==> src/rtl/rx_drop_diag_pkg.sv <==
package rx_drop_diag_pkg;
  localparam int unsigned MISS_W_DEF = 16;
  localparam int unsigned FIFO_W_DEF = 11;
  localparam int unsigned WORD_W_DEF = 32;
endpackage

==> src/rtl/drop_src_merge.sv <==
module drop_src_merge #(
  parameter int unsigned N_SRC = 2
) (
  input  logic             clk,
  input  logic             rst,
  input  logic [N_SRC-1:0] src_i,
  output logic             hit_o
);
  // Several sources that land in the same cycle make a single increment.
  always_comb begin
    hit_o = 1'b0;
    for (int i = 0; i < N_SRC; i++) hit_o = hit_o | src_i[i];
  end

  // any active source yields exactly one increment request
  a_r4_merge_single: assert property (@(posedge clk) disable iff (rst)
    ($countones(src_i) > 0) |-> hit_o);
  a_r4_merge_idle: assert property (@(posedge clk) disable iff (rst)
    (src_i == '0) |-> !hit_o);
endmodule

==> src/rtl/drop_counter.sv <==
module drop_counter #(
  parameter int unsigned W = 16
) (
  input  logic         clk,
  input  logic         rst,
  input  logic         clr_i,
  input  logic         inc_i,
  output logic [W-1:0] cnt_o,
  output logic         ovf_o
);
  localparam logic [W-1:0] ALL_ONES = {W{1'b1}};
  localparam logic [W-1:0] ONE      = {{(W-1){1'b0}}, 1'b1};

  always_ff @(posedge clk) begin
    if (rst) begin
      cnt_o <= '0;
      ovf_o <= 1'b0;
    end else if (clr_i) begin
      cnt_o <= inc_i ? ONE : '0;
      ovf_o <= 1'b0;
    end else if (inc_i) begin
      cnt_o <= cnt_o + ONE;
      if (cnt_o == ALL_ONES) ovf_o <= 1'b1;
    end
  end

  // an increment without a clear advances by one, modulo 2^W
  a_r2_step: assert property (@(posedge clk) disable iff (rst)
    (inc_i && !clr_i) |=> (cnt_o == $past(cnt_o) + ONE));
  // a wrap sets the flag
  a_r5_wrap_flag: assert property (@(posedge clk) disable iff (rst)
    (inc_i && !clr_i && cnt_o == ALL_ONES) |=> (ovf_o && cnt_o == '0));
  // the flag is sticky until a clear
  a_r6_sticky: assert property (@(posedge clk) disable iff (rst)
    (ovf_o && !clr_i) |=> ovf_o);
  // a clear with no event empties the counter and the flag
  a_r7_clear: assert property (@(posedge clk) disable iff (rst)
    (clr_i && !inc_i) |=> (cnt_o == '0 && !ovf_o));
  // an event in the clearing cycle becomes the first count
  a_r8_clear_inc: assert property (@(posedge clk) disable iff (rst)
    (clr_i && inc_i) |=> (cnt_o == ONE && !ovf_o));
  // with no activity the counter holds its value
  a_r10_hold: assert property (@(posedge clk) disable iff (rst)
    (!clr_i && !inc_i) |=> ($stable(cnt_o) && $stable(ovf_o)));
endmodule

==> src/rtl/rx_drop_diag.sv <==
module rx_drop_diag
  import rx_drop_diag_pkg::*;
#(
  parameter int unsigned MISS_W = MISS_W_DEF,
  parameter int unsigned FIFO_W = FIFO_W_DEF,
  parameter int unsigned WORD_W = WORD_W_DEF
) (
  input  logic              clk,
  input  logic              rst,
  input  logic              buf_miss_i,
  input  logic              fifo_ovf_i,
  input  logic              runt_i,
  input  logic              rd_i,
  output logic [WORD_W-1:0] stat_o
);
  localparam int unsigned MISS_FLAG = MISS_W;
  localparam int unsigned FIFO_LSB  = MISS_W + 1;
  localparam int unsigned FIFO_FLAG = FIFO_LSB + FIFO_W;
  localparam int unsigned USED_W    = FIFO_FLAG + 1;

  logic [MISS_W-1:0] miss_cnt;
  logic              miss_ovf;
  logic [FIFO_W-1:0] fifo_cnt;
  logic              fifo_ovf;
  logic              fifo_hit;

  drop_src_merge #(.N_SRC(2)) u_fifo_merge (
    .clk   (clk),
    .rst   (rst),
    .src_i ({runt_i, fifo_ovf_i}),
    .hit_o (fifo_hit)
  );

  drop_counter #(.W(MISS_W)) u_miss_cnt (
    .clk   (clk),
    .rst   (rst),
    .clr_i (rd_i),
    .inc_i (buf_miss_i),
    .cnt_o (miss_cnt),
    .ovf_o (miss_ovf)
  );

  drop_counter #(.W(FIFO_W)) u_fifo_cnt (
    .clk   (clk),
    .rst   (rst),
    .clr_i (rd_i),
    .inc_i (fifo_hit),
    .cnt_o (fifo_cnt),
    .ovf_o (fifo_ovf)
  );

  generate
    if (USED_W < WORD_W) begin : g_pad
      assign stat_o = {{(WORD_W-USED_W){1'b0}}, fifo_ovf, fifo_cnt, miss_ovf, miss_cnt};
    end else begin : g_nopad
      assign stat_o = {fifo_ovf, fifo_cnt, miss_ovf, miss_cnt};
    end
  endgenerate

  // the bits above the fields never rise
  generate
    if (USED_W < WORD_W) begin : g_rsv_chk
      a_r9_reserved_zero: assert property (@(posedge clk) disable iff (rst)
        stat_o[WORD_W-1:USED_W] == '0);
    end
  endgenerate
  // the cycle after reset shows an empty word
  a_r1_reset_clear: assert property (@(posedge clk)
    rst |=> (stat_o == '0));
endmodule

==> config.mk <==
export PLATFORM = sky130hd
export DESIGN_NAME = rx_drop_diag
export DESIGN_NICKNAME = d
export VERILOG_FILES = /design/src/rtl/rx_drop_diag_pkg.sv /design/src/rtl/drop_src_merge.sv /design/src/rtl/drop_counter.sv /design/src/rtl/rx_drop_diag.sv
export SDC_FILE = /design/constraint.sdc
export NUM_CORES = 1
export LEC_CHECK = 0
export BUFFER_PORTS_ARGS = -buffer_cell sky130_fd_sc_hd__buf_2
export CORE_MARGIN = 5
export CORE_UTILIZATION = 25
export DETAILED_ROUTE_END_ITERATION = 7
export PLACE_DENSITY_LB_ADDON = 0.05
export SLEW_MARGIN = 20
export SYNTH_ARGS = -nofsm -noshare
export SYNTH_HDL_FRONTEND = slang
export SYNTH_SLANG_ARGS = --single-unit
==> constraint.sdc <==
create_clock -name clk -period 2.8 [get_ports clk]
set_input_delay 0.56 -clock clk [delete_from_list [all_inputs] [get_ports clk]]
set_output_delay 0.56 -clock clk [all_outputs]
set_load 0.02 [all_outputs]
==> results.ini <==
[drt]
drt_wl_total_um = 3091
via_count = 1121
firstDrtPassIters = 4
drc = 0
drt_iter0_markers = 41
drt-vias-per-instance = 4.396
ant_nets = 0
wl_per_cell_um = 12.12

[logic_synthesis]
seq_area_frac_synth_pct = 44.02
synth-seq-cells = 29
ys_warn_count = 0
synth_top_area_share_pct = 44.02
synth_cells = 152
async_flop_share_pct = 0
syn_area_per_cell_sq_um = 8.676
ys_types = 34
synth_area_sq_mm = 0.001319
synth-main-ff-cell = dfxtp_1
synth_area_leaders = dfxtp_1 44%, nor2_1 7.4%, xor2_1 6.6%
yosysTopAreaCell = dfxtp_1
synth_edf_count = 0

[placed_design]
dpl.hpwl_um = 2247
globalplace.congestion = 0.7449
io_buffers = 34
placed_cells = 249

[power]
vdd_drop_max_v = 0.0001572
leakage_nw = 0.6465
cellPowerDensity_mw_per_mm2 = 477.8

[final_layout]
drive_gt1_share_pct = 24.32
final_common_cell = buf_2
syn_to_final_growth_pct = 21.63
nets = 194
nFillCells = 558
diodes = 0
finalNonFillerCells = 255
final_cell_mix = 34 x buf_2, 29 x dfxtp_1, 26 x nor2_1

[worst_setup_path]
worstPathRequired_ns = 3.00
crit_type = register to register
worst_setup_path_end_kind = register
arrival_ns = 2.01
worst-path-max-fanout = 9
worst-r2r-cell-count = 4
critPathLaunchType = register

[grt]
antenna_found_initial = 0
grt_max_degree = 29
grt_use_total_pct = 9.761
grt_pass1_vias = 1054
gr-total-overflow = 0
grt_pass1_wl_um = 4988

[outcome]
outcome = completed

[sta]
slew_violations = 0
finalCritPeriodShare_pct = 64.71
tns_ns = 0
layout_min_cycle_time_ns = 1.812
setup_viol_count_final = 0
finalClockSkew_ns = 0.005926
worstMarginPinSlew_ns = 0.5883
max-slew-margin-rel_pct = 60.74
rsz0062_at_grt = false
hold_violations = 0
max_freq_ghz = 0.5519

[floorplan]
row_count = 26
die_h_um = 82.63
dieArea_sq_mm = 0.006828
core_sq_mm = 0.005107
io_pins = 38
die_w_um = 82.63
start_util_pct = 25.82

[clocking]
clock-sinks = 29
numCtsBuffers = 5
cts_tree = done
post_cts_buffers = 0
clock_latency_ns = 0.27
cts_root_buffer = clkbuf_8
clk_pin_slew_worst_paths_ns = 0.06
post_cts_resized = 0
cts_buffer_depth = 2
h-tree-depth = 2
cts.hold.buffers_added = 0

[worst_hold_path]
hold_path.class = input port to register
whs_path_depth = 2

[flow_run]
cap_violations = 0

-- state kept, by name, summed over array words and instances, names as in the netlist --
register and flops:
u_miss_cnt.ovf_o 1, u_fifo_cnt.ovf_o 1, u_miss_cnt.cnt_o 16, u_fifo_cnt.cnt_o 11
-- power breakdown --
group	internal (W)	leakage (nW)	switching [W]
logic	0.0000117	0.372	0.0000256
registers	0.000416	0.234	0.00000389
clock network	0.000163	0.0399	0.000146
total	0.000591	0.647	0.000175
-- worst max-delay path, stage by stage (launching register included) --
cell and delay (ns):
dfxtp_1 0.47, nand4_4 0.20, or3_1 0.42, or4_1 0.51
a21oi_1 0.14
-- worst paths after layout --
path                                     from                                 to  slack (ns)
max          u_miss_cnt.cnt_o[3]$_SDFFE_PP0P_  u_miss_cnt.cnt_o[14]$_SDFFE_PP0P_        0.99
min                                       rst   u_fifo_cnt.cnt_o[0]$_SDFFE_PP0P_        0.47
max reg2reg  u_miss_cnt.cnt_o[3]$_SDFFE_PP0P_  u_miss_cnt.cnt_o[14]$_SDFFE_PP0P_        0.99
min reg2reg     u_fifo_cnt.ovf_o$_SDFFE_PP0P_      u_fifo_cnt.ovf_o$_SDFFE_PP0P_        0.47
-- synthesized netlist by cell type, types with 2 or more instances --
library cell and n:
nand2_1 12, nor2_1 26, nand4_1 4, ha_1 2, inv_1 5, o21ai_0 6
or3_1 4, dfxtp_1 29, nor3_1 2, xor2_1 10, o211a_1 2, nand3_1 3
a21oi_1 8, o2111ai_1 3, xnor2_1 8, nor4_1 3, buf_4 5, or3_2 2
clkbuf_1 3
-- through the flow --
stage	cell area (sq um)	total power (W)	hold WS (ns)	worst slack, ns	util (%)
2_1_floorplan	1326	0.0004576	0.4380	0.9961	-
3_3_place_gp	1530	0.0004674	0.4506	0.9276	29.96
3_5_place_dp	1530	0.0004675	0.4636	0.8109	29.96
4_1_cts	1604	0.0007856	0.4590	0.9810	31.41
5_1_grt	1604	0.0008084	0.4642	0.8911	31.41
6_report	1604	0.0007664	0.4691	0.9881	31.41
-- cells by family after synthesis --
kind of cell	synth area share, %
XOR/XNOR	11.95
buffers and inverters	5.503
flip-flops	44.02
AND/OR/NAND/NOR	23.81
AO/OA/AOI/OAI	11.77
adder cells (fa/ha/maj)	1.897
multiplexers	0.7590
other	0.2844
-- per-layer routing --
metal	up-vias	wire length [um]	GRT usage [%]
li1	581	-	-
met2	26	1343	14.66
met4	0	20	3.431
met1	512	1553	12.66
met5	-	0	0
met3	2	173	3.796
-- area by class of cell --
cell class | count | area, sq um | share of cell area, %
Inverter | 5 | 18.77 | 1.170
Sequential cell | 29 | 580.6 | 36.19
Clock buffer | 5 | 68.82 | 4.290
Multi-Input combinational cell | 111 | 673.1 | 41.97
Timing Repair Buffer | 34 | 170.2 | 10.61
Tap cell | 70 | 87.58 | 5.460
Clock inverter | 1 | 5.005 | 0.3120
No activity file was read; power rests on OpenSTA's default activity.
